[src/rtl/stb_pkg.sv]
package stb_pkg;
  typedef enum logic {
    MEM_RD = 1'b0,
    MEM_WR = 1'b1
  } mem_op_e;
endpackage

[src/rtl/stb_fifo.sv]
module stb_fifo #(
  parameter int DEPTH = 4,
  parameter int AW    = 8,
  parameter int DW    = 16,
  localparam int PW   = $clog2(DEPTH),
  localparam int CW   = $clog2(DEPTH + 1)
) (
  input  logic                      clk_i,
  input  logic                      rst_ni,
  input  logic                      push_i,
  input  logic [AW-1:0]             push_addr_i,
  input  logic [DW-1:0]             push_data_i,
  input  logic                      pop_i,
  output logic [DEPTH-1:0][AW-1:0]  addr_o,
  output logic [DEPTH-1:0][DW-1:0]  data_o,
  output logic [PW-1:0]             rd_ptr_o,
  output logic [CW-1:0]             count_o,
  output logic                      full_o,
  output logic                      empty_o
);
  logic [PW-1:0] wr_ptr_q, rd_ptr_q;
  logic [CW-1:0] count_q;
  logic [DEPTH-1:0][AW-1:0] addr_q;
  logic [DEPTH-1:0][DW-1:0] data_q;

  always_ff @(posedge clk_i or negedge rst_ni) begin
    if (!rst_ni) begin
      wr_ptr_q <= '0;
      rd_ptr_q <= '0;
      count_q  <= '0;
    end else begin
      if (push_i) wr_ptr_q <= wr_ptr_q + 1'b1;
      if (pop_i)  rd_ptr_q <= rd_ptr_q + 1'b1;
      count_q <= count_q + CW'(push_i) - CW'(pop_i);
    end
  end

  always_ff @(posedge clk_i) begin
    if (push_i) begin
      addr_q[wr_ptr_q] <= push_addr_i;
      data_q[wr_ptr_q] <= push_data_i;
    end
  end

  assign addr_o   = addr_q;
  assign data_o   = data_q;
  assign rd_ptr_o = rd_ptr_q;
  assign count_o  = count_q;
  assign full_o   = (count_q == CW'(DEPTH));
  assign empty_o  = (count_q == '0);

  p_no_overflow_r2: assert property (@(posedge clk_i) disable iff (!rst_ni)
    push_i |-> !full_o);
  p_no_underflow_r3: assert property (@(posedge clk_i) disable iff (!rst_ni)
    pop_i |-> !empty_o);
endmodule

[src/rtl/stb_match.sv]
module stb_match #(
  parameter int DEPTH = 4,
  parameter int AW    = 8,
  parameter int DW    = 16,
  localparam int PW   = $clog2(DEPTH),
  localparam int CW   = $clog2(DEPTH + 1)
) (
  input  logic [DEPTH-1:0][AW-1:0] addr_i,
  input  logic [DEPTH-1:0][DW-1:0] data_i,
  input  logic [PW-1:0]            rd_ptr_i,
  input  logic [CW-1:0]            count_i,
  input  logic [AW-1:0]            ld_addr_i,
  input  logic                     new_vld_i,
  input  logic [AW-1:0]            new_addr_i,
  input  logic [DW-1:0]            new_data_i,
  output logic                     hit_o,
  output logic [DW-1:0]            data_o
);
  // walk oldest to youngest, last match wins; a same-cycle store is youngest
  always_comb begin
    logic [PW-1:0] idx;
    hit_o  = 1'b0;
    data_o = '0;
    for (int k = 0; k < DEPTH; k++) begin
      idx = rd_ptr_i + PW'(k);
      if ((CW'(k) < count_i) && (addr_i[idx] == ld_addr_i)) begin
        hit_o  = 1'b1;
        data_o = data_i[idx];
      end
    end
    if (new_vld_i && (new_addr_i == ld_addr_i)) begin
      hit_o  = 1'b1;
      data_o = new_data_i;
    end
  end
endmodule

[src/rtl/stb_bypass.sv]
module stb_bypass
  import stb_pkg::*;
#(
  parameter int DEPTH = 4,
  parameter int AW    = 8,
  parameter int DW    = 16
) (
  input  logic          clk_i,
  input  logic          rst_ni,
  input  logic          st_valid_i,
  output logic          st_ready_o,
  input  logic [AW-1:0] st_addr_i,
  input  logic [DW-1:0] st_data_i,
  input  logic          ld_valid_i,
  output logic          ld_ready_o,
  input  logic [AW-1:0] ld_addr_i,
  output logic          ld_rsp_valid_o,
  output logic [DW-1:0] ld_rsp_data_o,
  output logic          mem_req_valid_o,
  input  logic          mem_req_ready_i,
  output logic          mem_req_we_o,
  output logic [AW-1:0] mem_req_addr_o,
  output logic [DW-1:0] mem_req_wdata_o,
  input  logic          mem_rsp_valid_i,
  input  logic [DW-1:0] mem_rsp_rdata_i,
  output logic          full_o,
  output logic          empty_o,
  output logic          drained_o
);
  localparam int PW = $clog2(DEPTH);
  localparam int CW = $clog2(DEPTH + 1);

  logic [DEPTH-1:0][AW-1:0] ent_addr;
  logic [DEPTH-1:0][DW-1:0] ent_data;
  logic [PW-1:0] rd_ptr;
  logic [CW-1:0] count;
  logic full, empty;
  logic st_fire, wr_fire, rd_fire, ld_fire;
  logic hit, ld_miss;
  logic [DW-1:0] hit_data;
  logic rd_pend_q, fwd_vld_q;
  logic [DW-1:0] fwd_data_q;
  mem_op_e op;

  assign st_ready_o = !full;
  assign st_fire    = st_valid_i && !full;

  stb_fifo #(.DEPTH(DEPTH), .AW(AW), .DW(DW)) u_fifo (
    .clk_i       (clk_i),
    .rst_ni      (rst_ni),
    .push_i      (st_fire),
    .push_addr_i (st_addr_i),
    .push_data_i (st_data_i),
    .pop_i       (wr_fire),
    .addr_o      (ent_addr),
    .data_o      (ent_data),
    .rd_ptr_o    (rd_ptr),
    .count_o     (count),
    .full_o      (full),
    .empty_o     (empty)
  );

  stb_match #(.DEPTH(DEPTH), .AW(AW), .DW(DW)) u_match (
    .addr_i     (ent_addr),
    .data_i     (ent_data),
    .rd_ptr_i   (rd_ptr),
    .count_i    (count),
    .ld_addr_i  (ld_addr_i),
    .new_vld_i  (st_fire),
    .new_addr_i (st_addr_i),
    .new_data_i (st_data_i),
    .hit_o      (hit),
    .data_o     (hit_data)
  );

  // load miss owns the port; otherwise the head store drains
  assign ld_miss         = ld_valid_i && !rd_pend_q && !hit;
  assign op              = ld_miss ? MEM_RD : MEM_WR;
  assign mem_req_valid_o = ld_miss || !empty;
  assign mem_req_we_o    = (op == MEM_WR);
  assign mem_req_addr_o  = ld_miss ? ld_addr_i : ent_addr[rd_ptr];
  assign mem_req_wdata_o = ld_miss ? '0 : ent_data[rd_ptr];

  assign wr_fire    = !ld_miss && !empty && mem_req_ready_i;
  assign rd_fire    = ld_miss && mem_req_ready_i;
  assign ld_ready_o = !rd_pend_q && (hit || mem_req_ready_i);
  assign ld_fire    = ld_valid_i && ld_ready_o;

  always_ff @(posedge clk_i or negedge rst_ni) begin
    if (!rst_ni) begin
      rd_pend_q  <= 1'b0;
      fwd_vld_q  <= 1'b0;
      fwd_data_q <= '0;
    end else begin
      if (rd_fire)              rd_pend_q <= 1'b1;
      else if (mem_rsp_valid_i) rd_pend_q <= 1'b0;
      fwd_vld_q <= ld_fire && hit;
      if (ld_fire && hit) fwd_data_q <= hit_data;
    end
  end

  assign ld_rsp_valid_o = fwd_vld_q || mem_rsp_valid_i;
  assign ld_rsp_data_o  = fwd_vld_q ? fwd_data_q : mem_rsp_rdata_i;
  assign full_o         = full;
  assign empty_o        = empty;
  assign drained_o      = empty && !rd_pend_q;

  p_load_first_r4: assert property (@(posedge clk_i) disable iff (!rst_ni)
    (ld_valid_i && !rd_pend_q && !hit && !empty) |-> (mem_req_valid_o && !mem_req_we_o));
  p_hit_no_read_r5: assert property (@(posedge clk_i) disable iff (!rst_ni)
    (ld_fire && hit) |-> !(mem_req_valid_o && !mem_req_we_o));
  p_fwd_resp_r5: assert property (@(posedge clk_i) disable iff (!rst_ni)
    (ld_fire && hit) |=> ld_rsp_valid_o);
  p_store_kept_r3: assert property (@(posedge clk_i) disable iff (!rst_ni)
    (mem_req_valid_o && mem_req_we_o && !mem_req_ready_i) |=> !empty_o);
  p_rsp_expected_r9: assert property (@(posedge clk_i) disable iff (!rst_ni)
    mem_rsp_valid_i |-> rd_pend_q);
  p_one_read_r9: assert property (@(posedge clk_i) disable iff (!rst_ni)
    $rose(rd_pend_q) |-> !ld_ready_o);
  p_drained_r10: assert property (@(posedge clk_i) disable iff (!rst_ni)
    drained_o |-> !(mem_req_valid_o && mem_req_we_o));
endmodule

[config.mk]
export PLATFORM = sky130hd
export DESIGN_NAME = stb_bypass
export DESIGN_NICKNAME = d
export VERILOG_FILES = /design/src/rtl/stb_pkg.sv /design/src/rtl/stb_fifo.sv /design/src/rtl/stb_match.sv /design/src/rtl/stb_bypass.sv
export SDC_FILE = /design/constraint.sdc
export NUM_CORES = 1
export LEC_CHECK = 0
export BUFFER_PORTS_ARGS = -buffer_cell sky130_fd_sc_hd__buf_2
export CORE_ASPECT_RATIO = 1.75
export CORE_MARGIN = 4
export CORE_UTILIZATION = 45
export DETAILED_ROUTE_END_ITERATION = 8
export PLACE_DENSITY = 0.64
export SLEW_MARGIN = 20
export SYNTH_ARGS = -nofsm -noshare
export SYNTH_HDL_FRONTEND = slang
export SYNTH_HIERARCHICAL = 1
export SYNTH_SLANG_ARGS = --single-unit
export TNS_END_PERCENT = 30
[constraint.sdc]
create_clock -name clk_i -period 13.8 [get_ports clk_i]
set_input_delay 0.69 -clock clk_i [delete_from_list [all_inputs] [get_ports clk_i]]
set_output_delay 0.69 -clock clk_i [all_outputs]
set_load 0.005 [all_outputs]
==> results_dict.tcl <==
set metrics [dict create \
    synthesis.area_um2 8520 \
    pwr-share-seq_pct 30.3 \
    setup_viol_count_final 0 \
    finalCritPeriodShare_pct 48.9 \
    period_minus_slack_ns 6.74 \
    cts_sinks 121 \
    grt_pass1_vias 6797 \
    crit_type "flip-flop to flip-flop" \
    ys_types 58 \
    total_power_uw 2000 \
    yosysTopAreaCell "edfxtp_1" \
    drv_slew 0 \
    ir_drop_mv 0.106 \
    rsz0062_at_grt "no" \
    worst_slew_pin_slew_ns 1.12 \
    cp_slowest_cell "dfrtp_4" \
    portBuffers 101 \
    antenna_found_initial 0 \
    final_layout_size_suffix_gt1_share_pct 30.1 \
    syn-mean-instance-area_um2 11.9 \
    placedCellCount 1000 \
    worstSkewPairLatency_ns 0.42 \
    die-area_um2 21300 \
    num_rows 66 \
    drtAntennaViolNets 0 \
    synth-main-ff-cell "edfxtp_1" \
    grt_max_degree 77 \
    seq_area_frac_synth_pct 41.2 \
    endpoint_kind "flip-flop" \
    drc 0 \
    intPower_uw 1230 \
    synth_top_area_share_pct 33.9 \
    cts_tree "yes" \
    overflow 0 \
    dr.pass1.iters 6 \
    finalHoldViolCount 0 \
    drt_iter0_markers 464 \
    vias 6679 \
    viasPerCell 6.47 \
    gr-max-usage-layer "met2" \
    wl_per_cell_um 24.8 \
    pwr-share-clk_pct 23.5 \
    ys_ff_latch 121 \
    stdcell_count 1032 \
    start_util_pct 45.8 \
    max_slew_margin_pct 25.4 \
    synthCells 717 \
    status "complete, no violations" \
    cts_resized 0 \
    fp.dieH_um 190 \
    num_antenna_cells 0 \
    synth_async_sr_flop_share_pct 20.7 \
    use_met1_pct 25.0 \
    use_met2_pct 42.0 \
    swShare_pct 38.5 \
    powerDensity_nw_per_um2 206 \
    switchingPower_uw 770 \
    critPathRequiredTime_ns 14.13 \
    clk_path_buf_depth 2 \
    skew_ns 0.0111 \
    worstReg2RegEnd "u_fifo/count_o[2]" \
    cts_setup_buffers 0 \
    hp-class "primary input to asynchronous set/reset pin" \
    crit_fanout 76 \
    clkSlewWorstSetupHoldPaths_ns 0.06 \
    core-area_um2 18600 \
    h-tree-depth 4 \
    synthTopCellsByArea "edfxtp_1 (34%), mux2i_1 (9.2%), mux2_2 (8.6%)" \
    synth_edf_count 96 \
    cpPeakStageDelay_ns 1.15 \
    r2r.worst_path.cells 19 \
    cts.hold.buffers_added 0 \
    grt_pass1_wl_um 38400 \
    cts_made_buffers 17 \
    cp_data_arrival_time_ns 7.08 \
    clock.fmax_mhz 148 \
    root_buffer "clkbuf_16" \
    path_cells "buf_4 -> mux2i_1 -> mux2i_1 -> xnor2_1 -> o21ai_1 -> or4_1 -> nand2_1 -> inv_1 -> nand4_1 -> or3b_1 -> buf_4 -> nor3b_1 -> ha_1 -> inv_1 -> ha_1 -> inv_1 -> fa_1 -> xnor2_1 -> xnor2_1" \
    max_cap_viol_count 0 \
    startpoint_type "flip-flop" \
    area_growth_pct 13.7 \
    syn_nets 778 \
    globalplace.congestion 0.903 \
    die_x_um 112 \
    rrSetupSlack_ns 7.06 \
    yosys_warnings 6 \
    wl_um 25600 \
    nNetsFinal 842 \
    power_frac_comb_pct 46.2 \
    track_usage_pct 23.6 \
    setup_tns_ns 0 \
    io_pins 102 \
    grtUsageMet3_pct 4.33 \
    leakage_uw 0.00371 \
    dp_hpwl_um 16900 \
    rr_startpoint "u_fifo/rd_ptr_o[1]" \
    fillers 1648 \
]
[critical path, delay by kind of cell, from the launching register on]
kind	cells	cell delay (ns)
AO/OA/AOI/OAI	1	0.11
AND/OR/NAND/NOR	5	2.01
adder cells (fa/ha/maj)	3	0.83
multiplexers	2	0.52
flip-flops	1	1.15
buffers and inverters	5	1.39
XOR/XNOR	3	0.57
[layout by cell type (no fill, tap or decap), types with 6 or more instances in the layout]
cell	n
xnor2_1	46
mux2_2	65
edfxtp_1	96
o31ai_1	27
nor2_1	51
clkbuf_16	17
xor2_1	8
dfrtp_1	23
buf_2	101
buf_4	7
mux2i_1	78
o21ai_0	21
a211oi_1	28
mux4_2	18
nand3_1	7
inv_1	14
ha_1	6
nor3_1	28
o221ai_1	28
nand2_1	14
mux4_1	11
and2_1	16
a221o_1	13
[metrics by stage]
stage          util [%]  hold slack, ns  setup WS (ns)  cell area [um2]
2_1_floorplan         -           0.394           9.24             8520
3_3_place_gp       48.8           0.488           7.35             9060
3_5_place_dp       48.8           0.491           7.14             9060
4_1_cts            52.1           0.332           7.13             9680
5_1_grt            52.1           0.357           6.74             9680
6_report           52.1           0.311           7.06             9680
[power by group through the flow]
stage | Sequential (uW) | Combinational [uW] | Clock [uW]
final | 604 | 923 | 469
after global routing | 616 | 979 | 495
after CTS | 602 | 915 | 478
after detailed placement | 609 | 909 | 0
after global placement | 600 | 885 | 0
after floorplan | 530 | 745 | 0
[area by class of cell]
class	instances	area, um2	share of cell area (%)
Tap cell	238	298	3.07
Timing Repair Buffer	108	558	5.76
Clock inverter	9	144	1.49
Clock buffer	23	478	4.94
Multi-Input combinational cell	518	4630	47.9
Sequential cell	121	3520	36.3
Inverter	15	56.3	0.581
[sequential cells by signal, indices dropped and copies added, names as in the netlist]
name	cells
u_fifo/addr_o	32
u_fifo/count_o	3
fwd_vld_q	1
u_fifo/data_o	64
u_fifo/rd_ptr_o	2
rd_pend_q	1
fwd_data_q	16
u_fifo/wr_ptr_q	2
[kinds of logic after synthesis]
kind of cell / share of synthesized area [%]
AND/OR/NAND/NOR: 8.65
buffers and inverters: 4.50
adder cells (fa/ha/maj): 1.12
AO/OA/AOI/OAI: 12.2
multiplexers: 26.8
flip-flops: 41.2
XOR/XNOR: 5.55
[Yosys cell counts (4+ instances only)]
cell type	instances
mux4_2	18
mux4_1	11
a211oi_1	28
o221ai_1	28
clkbuf_1	38
and2_1	20
mux2_2	65
buf_2	14
dfrtp_1	25
nand2_1	14
edfxtp_1	96
nor3_1	28
nand3_1	7
inv_1	14
o31ai_1	28
mux2_4	4
nor2_1	51
a221o_1	13
xnor2_1	46
ha_1	6
buf_6	7
o21ai_0	21
mux2i_1	78
xor2_1	8
[how the worst max path moves through the flow]
stage,startpoint,endpoint,cells after the start
finish,u_fifo/rd_ptr_o[1],u_fifo/count_o[2],19
global route,u_fifo/rd_ptr_o[1],u_fifo/count_o[2],19
CTS,u_fifo/rd_ptr_o[1],u_fifo/count_o[2],19
detailed placement,u_fifo/rd_ptr_o[1],u_fifo/count_o[2],19
global placement,u_fifo/rd_ptr_o[1],u_fifo/count_o[2],19
floorplan,ld_addr_i[2],u_fifo/count_o[2],21
[metal layers]
metal,vias to the layer above,share of wire [%]
met3,95,5.4
met1,3324,35
met4,0,6.4
met2,321,53
li1,2939,-
met5,-,0
No activity file was read; power rests on OpenSTA's default activity.
